$ cat config.mk
export PLATFORM = sky130hd
export DESIGN_NAME = sw_static_xbar
export DESIGN_NICKNAME = d
export VERILOG_FILES = /design/src/rtl/sw_xbar_pkg.sv /design/src/rtl/sw_in_fifo.sv /design/src/rtl/sw_credit_ctr.sv /design/src/rtl/sw_static_xbar.sv
export SDC_FILE = /design/constraint.sdc
export NUM_CORES = 1
export LEC_CHECK = 0
export BUFFER_PORTS_ARGS = -buffer_cell sky130_fd_sc_hd__buf_2
export CORE_MARGIN = 2
export CORE_UTILIZATION = 60
export CTS_CLUSTER_SIZE = 12
export DETAILED_ROUTE_END_ITERATION = 16
export PLACE_DENSITY_LB_ADDON = 0.15
export SYNTH_ARGS = -nofsm -noshare
export SYNTH_HDL_FRONTEND = slang
export SYNTH_SLANG_ARGS = --single-unit
$ cat constraint.sdc
create_clock -name clk -period 10.4 [get_ports clk]
set_input_delay 1.04 -clock clk [delete_from_list [all_inputs] [get_ports clk]]
set_output_delay 1.04 -clock clk [all_outputs]
set_load 0.1 [all_outputs]
$ cat src/rtl/sw_xbar_pkg.sv
package sw_xbar_pkg;
  localparam int PORT_COUNT = 5;
  typedef enum logic [2:0] {
    DIR_NORTH = 3'd0,
    DIR_EAST  = 3'd1,
    DIR_SOUTH = 3'd2,
    DIR_WEST  = 3'd3,
    DIR_LOCAL = 3'd4
  } dir_e;
endpackage

$ cat src/rtl/sw_in_fifo.sv
module sw_in_fifo #(
  parameter int DW    = 32,
  parameter int DEPTH = 3
) (
  input  logic          clk,
  input  logic          rst,
  input  logic          push,
  input  logic [DW-1:0] din,
  input  logic          pop,
  output logic          empty,
  output logic [DW-1:0] dout
);
  localparam int AW = (DEPTH > 1) ? $clog2(DEPTH) : 1;
  localparam int CW = $clog2(DEPTH + 1);

  logic [DW-1:0] mem [DEPTH];
  logic [AW-1:0] wptr, rptr;
  logic [CW-1:0] cnt;
  logic          do_push, do_pop;

  function automatic logic [AW-1:0] nxt(input logic [AW-1:0] p);
    return (p == AW'(DEPTH - 1)) ? '0 : p + 1'b1;
  endfunction

  assign do_pop  = pop && (cnt != '0);
  assign do_push = push && ((cnt != CW'(DEPTH)) || do_pop);
  assign empty   = (cnt == '0);
  assign dout    = mem[rptr];

  always_ff @(posedge clk) begin
    if (do_push) mem[wptr] <= din;
  end

  always_ff @(posedge clk) begin
    if (rst) begin
      wptr <= '0;
      rptr <= '0;
      cnt  <= '0;
    end else begin
      if (do_push) wptr <= nxt(wptr);
      if (do_pop)  rptr <= nxt(rptr);
      case ({do_push, do_pop})
        2'b10:   cnt <= cnt + 1'b1;
        2'b01:   cnt <= cnt - 1'b1;
        default: cnt <= cnt;
      endcase
    end
  end
endmodule

$ cat src/rtl/sw_credit_ctr.sv
module sw_credit_ctr #(
  parameter int CREDITS = 3
) (
  input  logic clk,
  input  logic rst,
  input  logic take,
  input  logic give,
  output logic avail
);
  localparam int CW = $clog2(CREDITS + 1);

  logic [CW-1:0] cnt;

  assign avail = (cnt != '0);

  always_ff @(posedge clk) begin
    if (rst) begin
      cnt <= CW'(CREDITS);
    end else begin
      case ({take, give})
        2'b10:   cnt <= cnt - 1'b1;
        2'b01:   cnt <= cnt + 1'b1;
        default: cnt <= cnt;
      endcase
    end
  end
endmodule

$ cat src/rtl/sw_static_xbar.sv
module sw_static_xbar
  import sw_xbar_pkg::*;
#(
  parameter int NPORTS  = PORT_COUNT,
  parameter int DW      = 32,
  parameter int CREDITS = 3,
  parameter int DEPTH   = 3,
  parameter int SELW    = $clog2(NPORTS)
) (
  input  logic                   clk,
  input  logic                   rst,
  input  logic                   cfg_we,
  input  logic [NPORTS*SELW-1:0] cfg_src,
  input  logic [NPORTS-1:0]      cfg_en,
  input  logic [NPORTS-1:0]      cfg_wall,
  input  logic [NPORTS-1:0]      in_valid,
  input  logic [NPORTS*DW-1:0]   in_data,
  output logic [NPORTS-1:0]      in_ack,
  output logic [NPORTS-1:0]      out_valid,
  output logic [NPORTS*DW-1:0]   out_data,
  input  logic [NPORTS-1:0]      out_ack,
  output logic                   wall_irq
);
  // stored configuration
  logic [NPORTS*SELW-1:0] src_q;
  logic [NPORTS-1:0]      en_q, wall_q;
  logic [SELW-1:0]        src_of [NPORTS];

  // per-port datapath signals
  logic [DW-1:0]     head [NPORTS];
  logic [DW-1:0]     mux  [NPORTS];
  logic [NPORTS-1:0] emp, has_word, cr_ok;
  logic [NPORTS-1:0] refd, blk, whit, pop, hit, send;

  // registered outputs
  logic [NPORTS-1:0]    out_valid_q, in_ack_q;
  logic [NPORTS*DW-1:0] out_data_q;
  logic                 irq_q;

  genvar g;
  generate
    for (g = 0; g < NPORTS; g++) begin : g_port
      assign src_of[g]   = src_q[g*SELW +: SELW];
      assign has_word[g] = ~emp[g];

      sw_in_fifo #(.DW(DW), .DEPTH(DEPTH)) u_fifo (
        .clk   (clk),
        .rst   (rst),
        .push  (in_valid[g]),
        .din   (in_data[g*DW +: DW]),
        .pop   (pop[g]),
        .empty (emp[g]),
        .dout  (head[g])
      );

      sw_credit_ctr #(.CREDITS(CREDITS)) u_cred (
        .clk   (clk),
        .rst   (rst),
        .take  (send[g]),
        .give  (out_ack[g]),
        .avail (cr_ok[g])
      );
    end
  endgenerate

  // Input side: find out whether each input is referenced, stalled or hits a wall.
  always_comb begin
    refd = '0;
    blk  = '0;
    whit = '0;
    for (int o = 0; o < NPORTS; o++) begin
      for (int i = 0; i < NPORTS; i++) begin
        if (en_q[o] && (src_of[o] == SELW'(i))) begin
          refd[i] = 1'b1;
          if (wall_q[o])       whit[i] = 1'b1;
          else if (!cr_ok[o])  blk[i]  = 1'b1;
        end
      end
    end
  end

  assign pop = has_word & refd & ~blk;
  assign hit = pop & whit;

  // Output side: select data and fire every live route whose source pops.
  always_comb begin
    for (int o = 0; o < NPORTS; o++) begin
      send[o] = 1'b0;
      mux[o]  = '0;
      for (int i = 0; i < NPORTS; i++) begin
        if (src_of[o] == SELW'(i)) begin
          mux[o]  = head[i];
          send[o] = en_q[o] & ~wall_q[o] & pop[i];
        end
      end
    end
  end

  always_ff @(posedge clk) begin
    if (rst) begin
      src_q  <= '0;
      en_q   <= '0;
      wall_q <= '0;
    end else if (cfg_we) begin
      src_q  <= cfg_src;
      en_q   <= cfg_en;
      wall_q <= cfg_wall;
    end
  end

  always_ff @(posedge clk) begin
    if (rst) begin
      out_valid_q <= '0;
      in_ack_q    <= '0;
      irq_q       <= 1'b0;
    end else begin
      out_valid_q <= send;
      in_ack_q    <= pop;
      if (cfg_we)    irq_q <= 1'b0;
      else if (|hit) irq_q <= 1'b1;
    end
  end

  always_ff @(posedge clk) begin
    for (int o = 0; o < NPORTS; o++) begin
      if (send[o]) out_data_q[o*DW +: DW] <= mux[o];
    end
  end

  assign out_valid = out_valid_q;
  assign out_data  = out_data_q;
  assign in_ack    = in_ack_q;
  assign wall_irq  = irq_q;
endmodule

# Yosys cells after proc, flatten, opt, wreduce, memory -nomap -nowiden
# Memories as Yosys holds them, arrays and structs flattened. A register that Yosys moved wholly into a read port is not among the register bits.
# Index checks and enable logic that the tools add are counted.
[op_classes]
add_sub_neg = 30
muxes = 228
n_reduce_logical = 72
n_eq_ne = 55
n_bitwise = 44
[ops]
columns = ["operator", "count"]
rows = [
  ["two-way mux 32 bit", 25],
  ["two-way mux 1 bit", 173],
  ["adder 2 x 1 -> 2 bit, second input constant", 20],
  ["== test 2 bit, second input constant", 20],
  ["two-way mux 2 bit", 20],
  ["case mux 2 bit (2 select lines)", 10],
  ["nonzero test 2 bit", 20],
  ["logical AND 1 bit", 35],
  ["bitwise AND 1 bit", 30],
  ["== test 3 x 2 -> 1 bit, second input constant", 10],
  ["== test 2 x 1 -> 1 bit, second input constant", 10],
  ["subtractor 2 x 1 -> 2 bit, second input constant", 10],
  ["bitwise AND 5 bit", 3],
  ["== test 3 x 1 -> 1 bit, second input constant", 5],
  ["== test 3 bit, second input constant", 5],
  ["zero test 3 bit", 5],
  ["zero test 2 bit", 5],
  ["!= test 2 bit, second input constant", 5],
  ["NOT 1 bit", 10],
  ["logical OR 1 bit", 5],
  ["NOT 5 bit", 1],
  ["OR reduction 5 bit", 1],
  ["OR reduction 2 bit", 1],
]
[totals]
mem_count = 5
wordCells = 465
output_inout_bits = 171
register_bits = 236
ram_bits = 480
inputBits = 198
[memory_table]
columns = ["memory", "depth", "width", "read_ports", "rd_clocked_by_memory_dff", "write_ports", "line", "text"]
rows = [
  ["g_port[0].u_fifo.mem", 3, 32, 1, 1, 1, "sw_in_fifo.sv:16", "logic [DW-1:0] mem [DEPTH];"],
  ["g_port[1].u_fifo.mem", 3, 32, 1, 1, 1, "sw_in_fifo.sv:16", ""],
  ["g_port[2].u_fifo.mem", 3, 32, 1, 1, 1, "sw_in_fifo.sv:16", ""],
  ["g_port[3].u_fifo.mem", 3, 32, 1, 1, 1, "sw_in_fifo.sv:16", ""],
  ["g_port[4].u_fifo.mem", 3, 32, 1, 1, 1, "sw_in_fifo.sv:16", ""],
]

# Depth between registers and ports, before layout
# Gate-level depths: netlist of the first run.
[depth]
word_depth = 26
ltp_mapped = 13
ltp_nobuf = 11

# Modules after synthesis
# A second synthesis of the first run with hierarchy kept.
[unflattened]
cells_unflattened = 2427
hier_area_um2 = 33186.8
[by_module_without_submodules]
columns = ["module", "seq_area_each_um2", "cells_each", "area_per_inst_um2", "n_inst"]
rows = [
  ["sw_static_xbar", 5525.3, 1176, 13245.2, 1],
  ["sw_in_fifo at g_port[0].u_fifo ...", 3042.9, 238, 3875.0, 3],
  ["sw_in_fifo at g_port[4].u_fifo", 3042.9, 241, 3896.2, 1],
  ["sw_in_fifo at g_port[1].u_fifo", 3042.9, 241, 3895.0, 1],
  ["sw_credit_ctr", 40.0, 11, 105.1, 5],
]

# Least setup slack after synthesis of the first run
# OpenSTA, ideal clock, no wires.
[synth_timing]
path_type = "register -> register"
from = "reg src_q[2]"
to = "reg out_data_q[64] (netlist: out_data[64]) (enable)"
setup_slack_ps = 5938
arrival_time_ps = 3992
required_time_ps = 9930
setup_time_ps = 470
n_path_buf = 1
synth_period_minus_slack_ps = 4462
stages_incl_launch_ff = 7
cell_sequence = "dfxtp_1 clkbuf_1 nand4b_1 mux2_2 nor2_2 a2111oi_4 a211oi_1"
[synth_via]
elab_chain_cells = 23
word_cells_on_any_way = 113
cone_classes = "eq/ne (4); mux (95); bitwise (8); reduce/logical (6)"
[synth_rtl]
columns = ["element", "line", "text"]
rows = [
  ["start: declaration", "sw_static_xbar.sv:25", "logic [NPORTS*SELW-1:0] src_q;"],
  ["start signal: assignment", "sw_static_xbar.sv:105", "src_q <= cfg_src;"],
  ["zero test 3 bit", "sw_static_xbar.sv:73", "if (en_q[o] && (src_of[o] == SELW'(i))) begin"],
  ["logical AND 1 bit", "sw_static_xbar.sv:73", ""],
  ["two-way mux 1 bit", "sw_static_xbar.sv:73", ""],
  ["two-way mux 1 bit", "sw_static_xbar.sv:76", "else if (!cr_ok[o]) blk[i] = 1'b1;"],
  ["two-way mux 1 bit", "sw_static_xbar.sv:75", "if (wall_q[o]) whit[i] = 1'b1;"],
  ["two-way mux 1 bit", "sw_static_xbar.sv:73", ""],
  ["two-way mux 1 bit", "sw_static_xbar.sv:76", ""],
  ["two-way mux 1 bit", "sw_static_xbar.sv:75", ""],
  ["[5 not listed]", "--", ""],
  ["two-way mux 1 bit", "sw_static_xbar.sv:75", ""],
  ["two-way mux 1 bit", "sw_static_xbar.sv:73", ""],
  ["NOT 5 bit", "sw_static_xbar.sv:82", "assign pop = has_word & refd & ~blk;"],
  ["bitwise AND 5 bit *", "sw_static_xbar.sv:82", ""],
  ["bitwise AND 1 bit", "sw_static_xbar.sv:93", "send[o] = en_q[o] & ~wall_q[o] & pop[i];"],
  ["two-way mux 1 bit (4 in series)", "sw_static_xbar.sv:91", "if (src_of[o] == SELW'(i)) begin"],
  ["two-way mux 1 bit *", "sw_static_xbar.sv:91", ""],
  ["net g_port[2].u_cred.take", "sw_credit_ctr.sv:6", "input logic take,"],
  ["end signal: indexed assignment", "sw_static_xbar.sv:126", "if (send[o]) out_data_q[o*DW +: DW] <= mux[o];"],
  ["end: declaration", "sw_static_xbar.sv:37", "logic [NPORTS*DW-1:0] out_data_q;"],
]
# Mark *: on every way through the listed nets, which the timed path passes. The rest lies on a longest branch.
# A chain may end at the register's enable or synchronous reset.

# Final worst setup path of the first run
[layout_timing]
from = "reg src_q[8]"
to = "reg out_data_q[115] (netlist: out_data[115]) (enable)"
[layout_via]
elab_chain_cells = 17
word_cells_on_any_way = 73
cone_classes = "eq/ne (4); mux (55); bitwise (8); reduce/logical (6)"
[layout_rtl]
columns = ["element", "line"]
rows = [
  ["zero test 3 bit", "sw_static_xbar.sv:73"],
  ["logical AND 1 bit", "sw_static_xbar.sv:73"],
  ["two-way mux 1 bit", "sw_static_xbar.sv:73"],
  ["two-way mux 1 bit", "sw_static_xbar.sv:76"],
  ["two-way mux 1 bit", "sw_static_xbar.sv:75"],
  ["two-way mux 1 bit", "sw_static_xbar.sv:73"],
  ["two-way mux 1 bit", "sw_static_xbar.sv:76"],
  ["two-way mux 1 bit", "sw_static_xbar.sv:75"],
  ["two-way mux 1 bit", "sw_static_xbar.sv:73"],
  ["NOT 5 bit", "sw_static_xbar.sv:82"],
  ["bitwise AND 5 bit *", "sw_static_xbar.sv:82"],
  ["bitwise AND 1 bit", "sw_static_xbar.sv:93"],
  ["two-way mux 1 bit (4 in series)", "sw_static_xbar.sv:91"],
  ["two-way mux 1 bit *", "sw_static_xbar.sv:91"],
  ["net g_port[3].u_cred.take", "sw_credit_ctr.sv:6"],
]
# Marked as above.

==> out/results.ini, run 1 <==
[clocking]
clk_latency_ns = 0.63
cts_sinks = 726
cts_tree = built
hold_buffers = 0
clk_path_buf_depth = 3
path_clk_slew_ns = 0.06
clockRootBuffer = clkbuf_16
cts_resized = 0
htree_num_levels = 3
postCtsSetupBuffers = 0
numCtsBuffers = 77

[critical_path]
start_kind = flip-flop
worstSetupPathType = reg2reg
cp_num_buf_inv = 0
cp-end-kind = flip-flop
r2r-start = src_q[8]
cp_cell_sequence = and4bb_1, nor4_1, mux2_2, nor3_1, o21ai_0, nand3_2
worst-path-max-fanout = 40
crit_family = simple AND/OR/NAND/NOR gates
critical_path_required_ns = 10.41
slowest_delay_ns = 1.08
r2r_slack_ns = 6.14
r2r-end = out_data[115]
ff2ff_path_depth = 6
crit_arrival_ns = 4.27
slowest_stage = dfxtp_2

[synthesis]
ys_types = 76
ys_seq_area_frac = 0.6581
synth.avg_cell_area_um2 = 15.22
yosysTopAreaCellShare = 0.6040
netlist_instances = 2091
synth_top_cell_by_area = edfxtp_1
synth_top_flop_cell = edfxtp_1
synth_edf_count = 640
synth.cell_area_mm2 = 0.03182
ys_ff_latch = 726
synth_fp_nets = 2299
yosysWarnings = 0
synth.most_common_cell = edfxtp_1
synth_area_leaders = edfxtp_1 60%, mux4_2 11%, mux2i_1 5.9%
synthArstFlopShare = 0
synth_common_cells = 640 x edfxtp_1, 213 x nor2_1, 188 x mux2i_1, 185 x a21oi_1, 162 x o22ai_1

[min_path]
hold_depth = 1
min_from = g_port[2].u_fifo.wptr[1]
hold_end = g_port[2].u_fifo.wptr[1]
hold_class = reg2reg

[cells_and_area]
final_util = 0.7012
drive_above_1_share = 0.2946
area.growth.synth_to_final_pct = 15.59
fillers = 3493
final_nets = 2648

[timing]
rsz0062_at_grt = no
fin_crit_sh = 0.4096
min_period_ns = 4.259
slew_headroom = 0.1942
setup_violations = 0
tns_ns = 0
max_freq_mhz = 234.8
slew_violations = 0
hold_violations = 0
worstMarginPinSlew_ns = 1.209
finClkSkew_ns = 0.02720

[flow_run]
maxCapViolations = 0

[drt]
postRouteAntennaNets = 0
drtIter0Drc = 2671
vias = 21220
firstDrtPassIters = 6
routedWlPerCell_um = 31.22
wirelength_mm = 99.23
drc = 0
viasPerCell = 6.677

[global_routing]
grt_overflow = 0
antenna_found_initial = 3
grt_max_degree = 65
grt_usage = 0.3643
grt_pass1_vias = 20840
grt_pass1_wl_mm = 140.5

[power_and_ir_drop]
p_leak_nw = 12.67
p_sw_mw = 2.028
swShare = 0.2738
intPower_mw = 5.380
p_per_area_mw_per_mm2 = 201.4
vdd_drop_max_mv = 0.1540
combPwrFrac = 0.178
seq_power_share = 0.471
power.share.clock = 0.350

[floorplan]
die_w_um = 234.3
coreArea_mm2 = 0.05245
rows = 84
dieArea_mm2 = 0.05488
initial_utilization = 0.6067
die_h_um = 234.3
ioPinCount = 369

[status]
status = finished clean

[placed_design]
place.port_buffers = 368
hpwl_mm = 70.18
routabilityCongestion = 0.9513

## worst max path at each step
| stage | startpoint | to | slack [ns] | depth (start not counted) |
|---|---|---|---|---|
| 2_1_floorplan | src_q[2] | out_data[64] | 5.94 | 6 |
| 3_3_place_gp | src_q[8] | out_data[109] | 6.34 | 6 |
| 3_5_place_dp | src_q[8] | out_data[104] | 6.27 | 6 |
| 4_1_cts | src_q[8] | out_data[110] | 6.26 | 6 |
| 5_1_grt | src_q[8] | out_data[110] | 5.95 | 6 |
| 6_report | src_q[8] | out_data[115] | 6.14 | 6 |
## state kept, by name, summed over array words and instances, names as in the netlist, named ones only
register and flops:
src_q 15, wall_irq 1, in_ack 5, g_port.u_fifo.cnt 10
g_port.u_cred.cnt 10, g_port.u_fifo.mem 480, out_valid 5, out_data 160
en_q 5, g_port.u_fifo.wptr 10, g_port.u_fifo.rptr 10, wall_q 5
## cell type report
type	count	area, µm²	share of cell area
Antenna cell	2	5.005	0.0001361
Clock buffer	105	2110	0.05736
Clock inverter	22	247.7	0.006736
Inverter	24	90.09	0.002450
Multi-Input combinational cell	1194	10290	0.2798
Sequential cell	726	20970	0.5701
Tap cell	688	860.8	0.02341
Timing Repair Buffer	417	2210	0.06008
## logic make-up (layout without fill, tap and decap cells)
family / Yosys count / after routing / synth area share
XOR/XNOR: 20 / 20 / 0.005506
other: 0 / 2 / 0
buffers and inverters: 171 / 568 / 0.02135
multiplexers: 347 / 347 / 0.1706
AO/OA/AOI/OAI: 436 / 436 / 0.08156
AND/OR/NAND/NOR: 381 / 381 / 0.05887
flip-flops: 726 / 726 / 0.6581
adder cells (fa/ha/maj): 10 / 10 / 0.003933
## cell usage in the layout (no fill, tap or decap), drive strengths merged, types with 6 or more instances in the layout
| cell type | count |
|---|---|
| o211ai | 6 |
| a21oi | 185 |
| dfxtp | 86 |
| o22ai | 162 |
| or3 | 16 |
| nand2 | 39 |
| mux4 | 155 |
| clkbuf | 105 |
| edfxtp | 640 |
| o21ai | 39 |
| nor2 | 214 |
| mux2i | 189 |
| xor2 | 15 |
| ha | 10 |
| a22oi | 14 |
| buf | 417 |
| inv | 28 |
| clkinv | 15 |
| nor4b | 8 |
| nand3b | 8 |
| nand3 | 16 |
| nor3 | 31 |
| nor4bb | 11 |
## power by group through the flow
| stage | clock (mW) | sequential [mW] | combinational (mW) |
|---|---|---|---|
| after floorplan | 0 | 3.65 | 0.764 |
| after global placement | 0 | 3.54 | 1.27 |
| after detailed placement | 0 | 3.55 | 1.30 |
| after CTS | 2.62 | 3.49 | 1.30 |
| after global routing | 2.74 | 3.50 | 1.39 |
| final | 2.59 | 3.49 | 1.32 |
## metrics by stage
stage | area [µm²] | cells | power (mW) | setup WS, ns | hold slack [ns]
final | 36780 | 3178 | 7.408 | 6.141 | 0.4702
after global routing | 36770 | 3176 | 7.626 | 5.950 | 0.4937
after CTS | 36770 | 3176 | 7.416 | 6.261 | 0.4779
after detailed placement | 34410 | 3049 | 4.846 | 6.272 | 0.4651
after global placement | 34410 | 3049 | 4.808 | 6.338 | 0.4624
after floorplan | 31820 | 2091 | 4.414 | 5.938 | 0.4487
## per-layer routing
metal | global-route usage | up-vias | routed length [µm]
met5 | 0 | - | 19
met4 | 0.1812 | 2 | 5274
met3 | 0.08378 | 262 | 10250
met2 | 0.5788 | 1365 | 47320
met1 | 0.4770 | 10530 | 36360
li1 | - | 9062 | -
Power figures use the tool's default switching activity.
==> inputs of run 2 (changes only) <==
--- a/config.mk
+++ b/config.mk
@@ -7,7 +7,7 @@
 export LEC_CHECK = 0
 export BUFFER_PORTS_ARGS = -buffer_cell sky130_fd_sc_hd__buf_2
 export CORE_MARGIN = 2
-export CORE_UTILIZATION = 60
+export CORE_UTILIZATION = 53
 export CTS_CLUSTER_SIZE = 12
 export DETAILED_ROUTE_END_ITERATION = 16
 export PLACE_DENSITY_LB_ADDON = 0.15
==> constraint.sdc (replaced) <==
create_clock -name clk -period 3.9 [get_ports clk]
set_input_delay 0.39 -clock clk [delete_from_list [all_inputs] [get_ports clk]]
set_output_delay 0.39 -clock clk [all_outputs]
set_load 0.1 [all_outputs]
==> out/results.ini, run 2 (synthesis gave the netlist of run 1 again) <==
[status]
status = finished clean

[timing]
hold_violations = 0  ; unchanged
setup_violations = 0  ; unchanged
min_period_ns = 3.432  ; -0.8271 ns
finClkSkew_ns = 0.02843  ; +0.001232 ns
fin_crit_sh = 0.8801  ; +0.4705
slew_headroom = 0.3030  ; +0.1089
max_freq_mhz = 291.3  ; +24%
slew_violations = 0  ; unchanged
rsz0062_at_grt = no
worstMarginPinSlew_ns = 1.045  ; -0.1633 ns

[power_and_ir_drop]
total_power_mw = 20.04  ; +170%
combPwrFrac = 0.188  ; +0.010
p_leak_nw = 13.52  ; +6.7%
p_per_area_mw_per_mm2 = 516.3  ; +160%
vdd_drop_max_mv = 0.3469  ; +130%
power.share.clock = 0.348  ; -0.002
seq_power_share = 0.465  ; -0.006
swShare = 0.2736  ; about the same
p_sw_mw = 5.484  ; +170%
intPower_mw = 14.56  ; +170%

[clocking]
numCtsBuffers = 76  ; -1.3%
cts_sinks = 726  ; unchanged
clk_latency_ns = 0.63  ; about the same
cts_tree = built
path_clk_slew_ns = 0.06  ; about the same
clk_path_buf_depth = 3  ; unchanged
htree_num_levels = 3  ; unchanged
cts_resized = 0  ; unchanged
clockRootBuffer = clkbuf_16

[global_routing]
antenna_found_initial = 6  ; +3
grt_pass1_wl_mm = 147.0  ; +4.6%
grt_pass1_vias = 21700  ; +4.1%
grt_overflow = 0  ; unchanged
grt_usage = 0.3301  ; -0.03421
grt_max_degree = 52  ; -20%

[placed_design]
place.port_buffers = 368  ; unchanged
routabilityCongestion = 0.9216  ; -3.1%
dpl_cell_area_mm2 = 0.03504  ; +1.8%
hpwl_mm = 69.93  ; -0.36%

[cells_and_area]
drive_above_1_share = 0.2918  ; -0.002807
fin_area_mm2 = 0.03882  ; +5.6%
regMostFlops = g_port.u_fifo.mem
final_common_cell = edfxtp_1
final_cell_mix = 640 x edfxtp_1, 368 x buf_2, 211 x nor2_1, 188 x mux2i_1, 185 x a21oi_1
area.growth.synth_to_final_pct = 22.02
final_nets = 2837  ; +7.1%
final_util = 0.6566  ; -0.04466
largest_reg_flops = 480  ; unchanged

[drt]
vias = 21960  ; +3.5%
wirelength_mm = 102.6  ; +3.4%
viasPerCell = 6.365  ; -4.7%
drc = 0  ; unchanged
drtIter0Drc = 2470  ; -7.5%
postRouteAntennaNets = 0  ; unchanged
routedWlPerCell_um = 29.75  ; -4.7%
firstDrtPassIters = 5  ; -1

[flow_run]
maxCapViolations = 0  ; unchanged

[floorplan]
die_h_um = 249.0  ; +6.3%
ioPinCount = 369  ; unchanged
initial_utilization = 0.5381  ; -0.06859
coreArea_mm2 = 0.05913  ; +13%
die_w_um = 249.0  ; +6.3%
dieArea_mm2 = 0.06201  ; +13%
rows = 89  ; +6.0%

[critical_path]
cp_cell_sequence = nor4b_2, or4_4, mux2i_4, or2_1, inv_2, o311ai_2, a211o_1, ha_1, or3_1, nand3_1
cp_num_buf_inv = 1  ; +1
cp-end-kind = flip-flop
crit_start = src_q[2]
crit_arrival_ns = 3.97  ; -0.30 ns
r2r_slack_ns = 0.47  ; -5.67 ns
path_depth = 10  ; +4
slowest_stage = dfxtp_2
worst-path-max-fanout = 21  ; -48%
crit_family = simple AND/OR/NAND/NOR gates
ff2ff_path_depth = 10  ; +4
r2r-end = g_port[1].u_cred.cnt[1]
worstSetupPathType = reg2reg
r2r-start = src_q[2]
critical_path_required_ns = 4.44  ; -5.97 ns
slowest_delay_ns = 0.74  ; -0.34 ns
start_kind = flip-flop

[min_path]
hold_class = in2reg
hold_end = en_q[3]
hold_depth = 3  ; +2
min_from = cfg_en[3]

==> run 2: stage by stage <==
step | TNS [ns] | std cells | setup slack [ns] | hold WS, ns
3_5_place_dp | 0 | 3180 | 0.5516 | 0.4669
6_report | 0 | 3450 | 0.4676 | 0.01469
3_3_place_gp | 0 | 3180 | 0.6154 | 0.4558
5_1_grt | 0 | 3447 | 0.3377 | 0.01410
4_1_cts | 0 | 3446 | 0.4977 | 0.001386
2_1_floorplan | -27.12 | 2091 | -0.4237 | 0.4487
==> run 2: cell type report <==
cell class | instances | area (µm²)
repair buffers | 607 | 4121
flip-flops and latches | 726 | 20970
multi-input cells | 1194 | 10340
clock buffers | 98 | 2058
clock inverters | 24 | 269.0
fillers | 4231 | 20310
well taps | 773 | 967.2
diodes | 4 | 10.01
inverters | 24 | 90.09
==> run 2: worst max path at each step <==
stage | end
finish | g_port[1].u_cred.cnt[1]
floorplan | g_port[3].u_fifo.mem[0][0]
detailed placement | g_port[1].u_cred.cnt[1]
CTS | g_port[1].u_cred.cnt[1]
global route | g_port[1].u_cred.cnt[1]
global placement | g_port[1].u_cred.cnt[1]
==> run 2: worst register-to-register path: stages (launching register included) <==
cell and delay [ns]:
dfxtp_2 0.74, nor4b_2 0.19, or4_4 0.46, mux2i_4 0.28, or2_1 0.27, inv_2 0.12
o311ai_2 0.39, a211o_1 0.20, ha_1 0.25, or3_1 0.35, nand3_1 0.09
==> run 2: per-layer routing <==
metal,track usage,vias up,wire (µm)
li1,-,9458,-
met1,0.4174,10870,36820
met2,0.5412,1377,49530
met3,0.07868,248,11060
met4,0.1573,4,5206
met5,0,-,29
==> run 2: repair_timing <==
item                                   CTS  global route
hold buffers                           144             0
buffers inserted                         0             0
endpoints found under the hold margin  419             0
setup endpoints to repair                0             0
==> run 2: power by group through the flow <==
stage          Sequential [mW]  Clock, mW  Combinational, mW
3_5_place_dp              9.47          0               3.58
4_1_cts                   9.31       7.03               3.72
5_1_grt                   9.35       7.35               3.95
2_1_floorplan             9.73          0               2.04
6_report                  9.31       6.97               3.76
3_3_place_gp              9.45          0               3.52
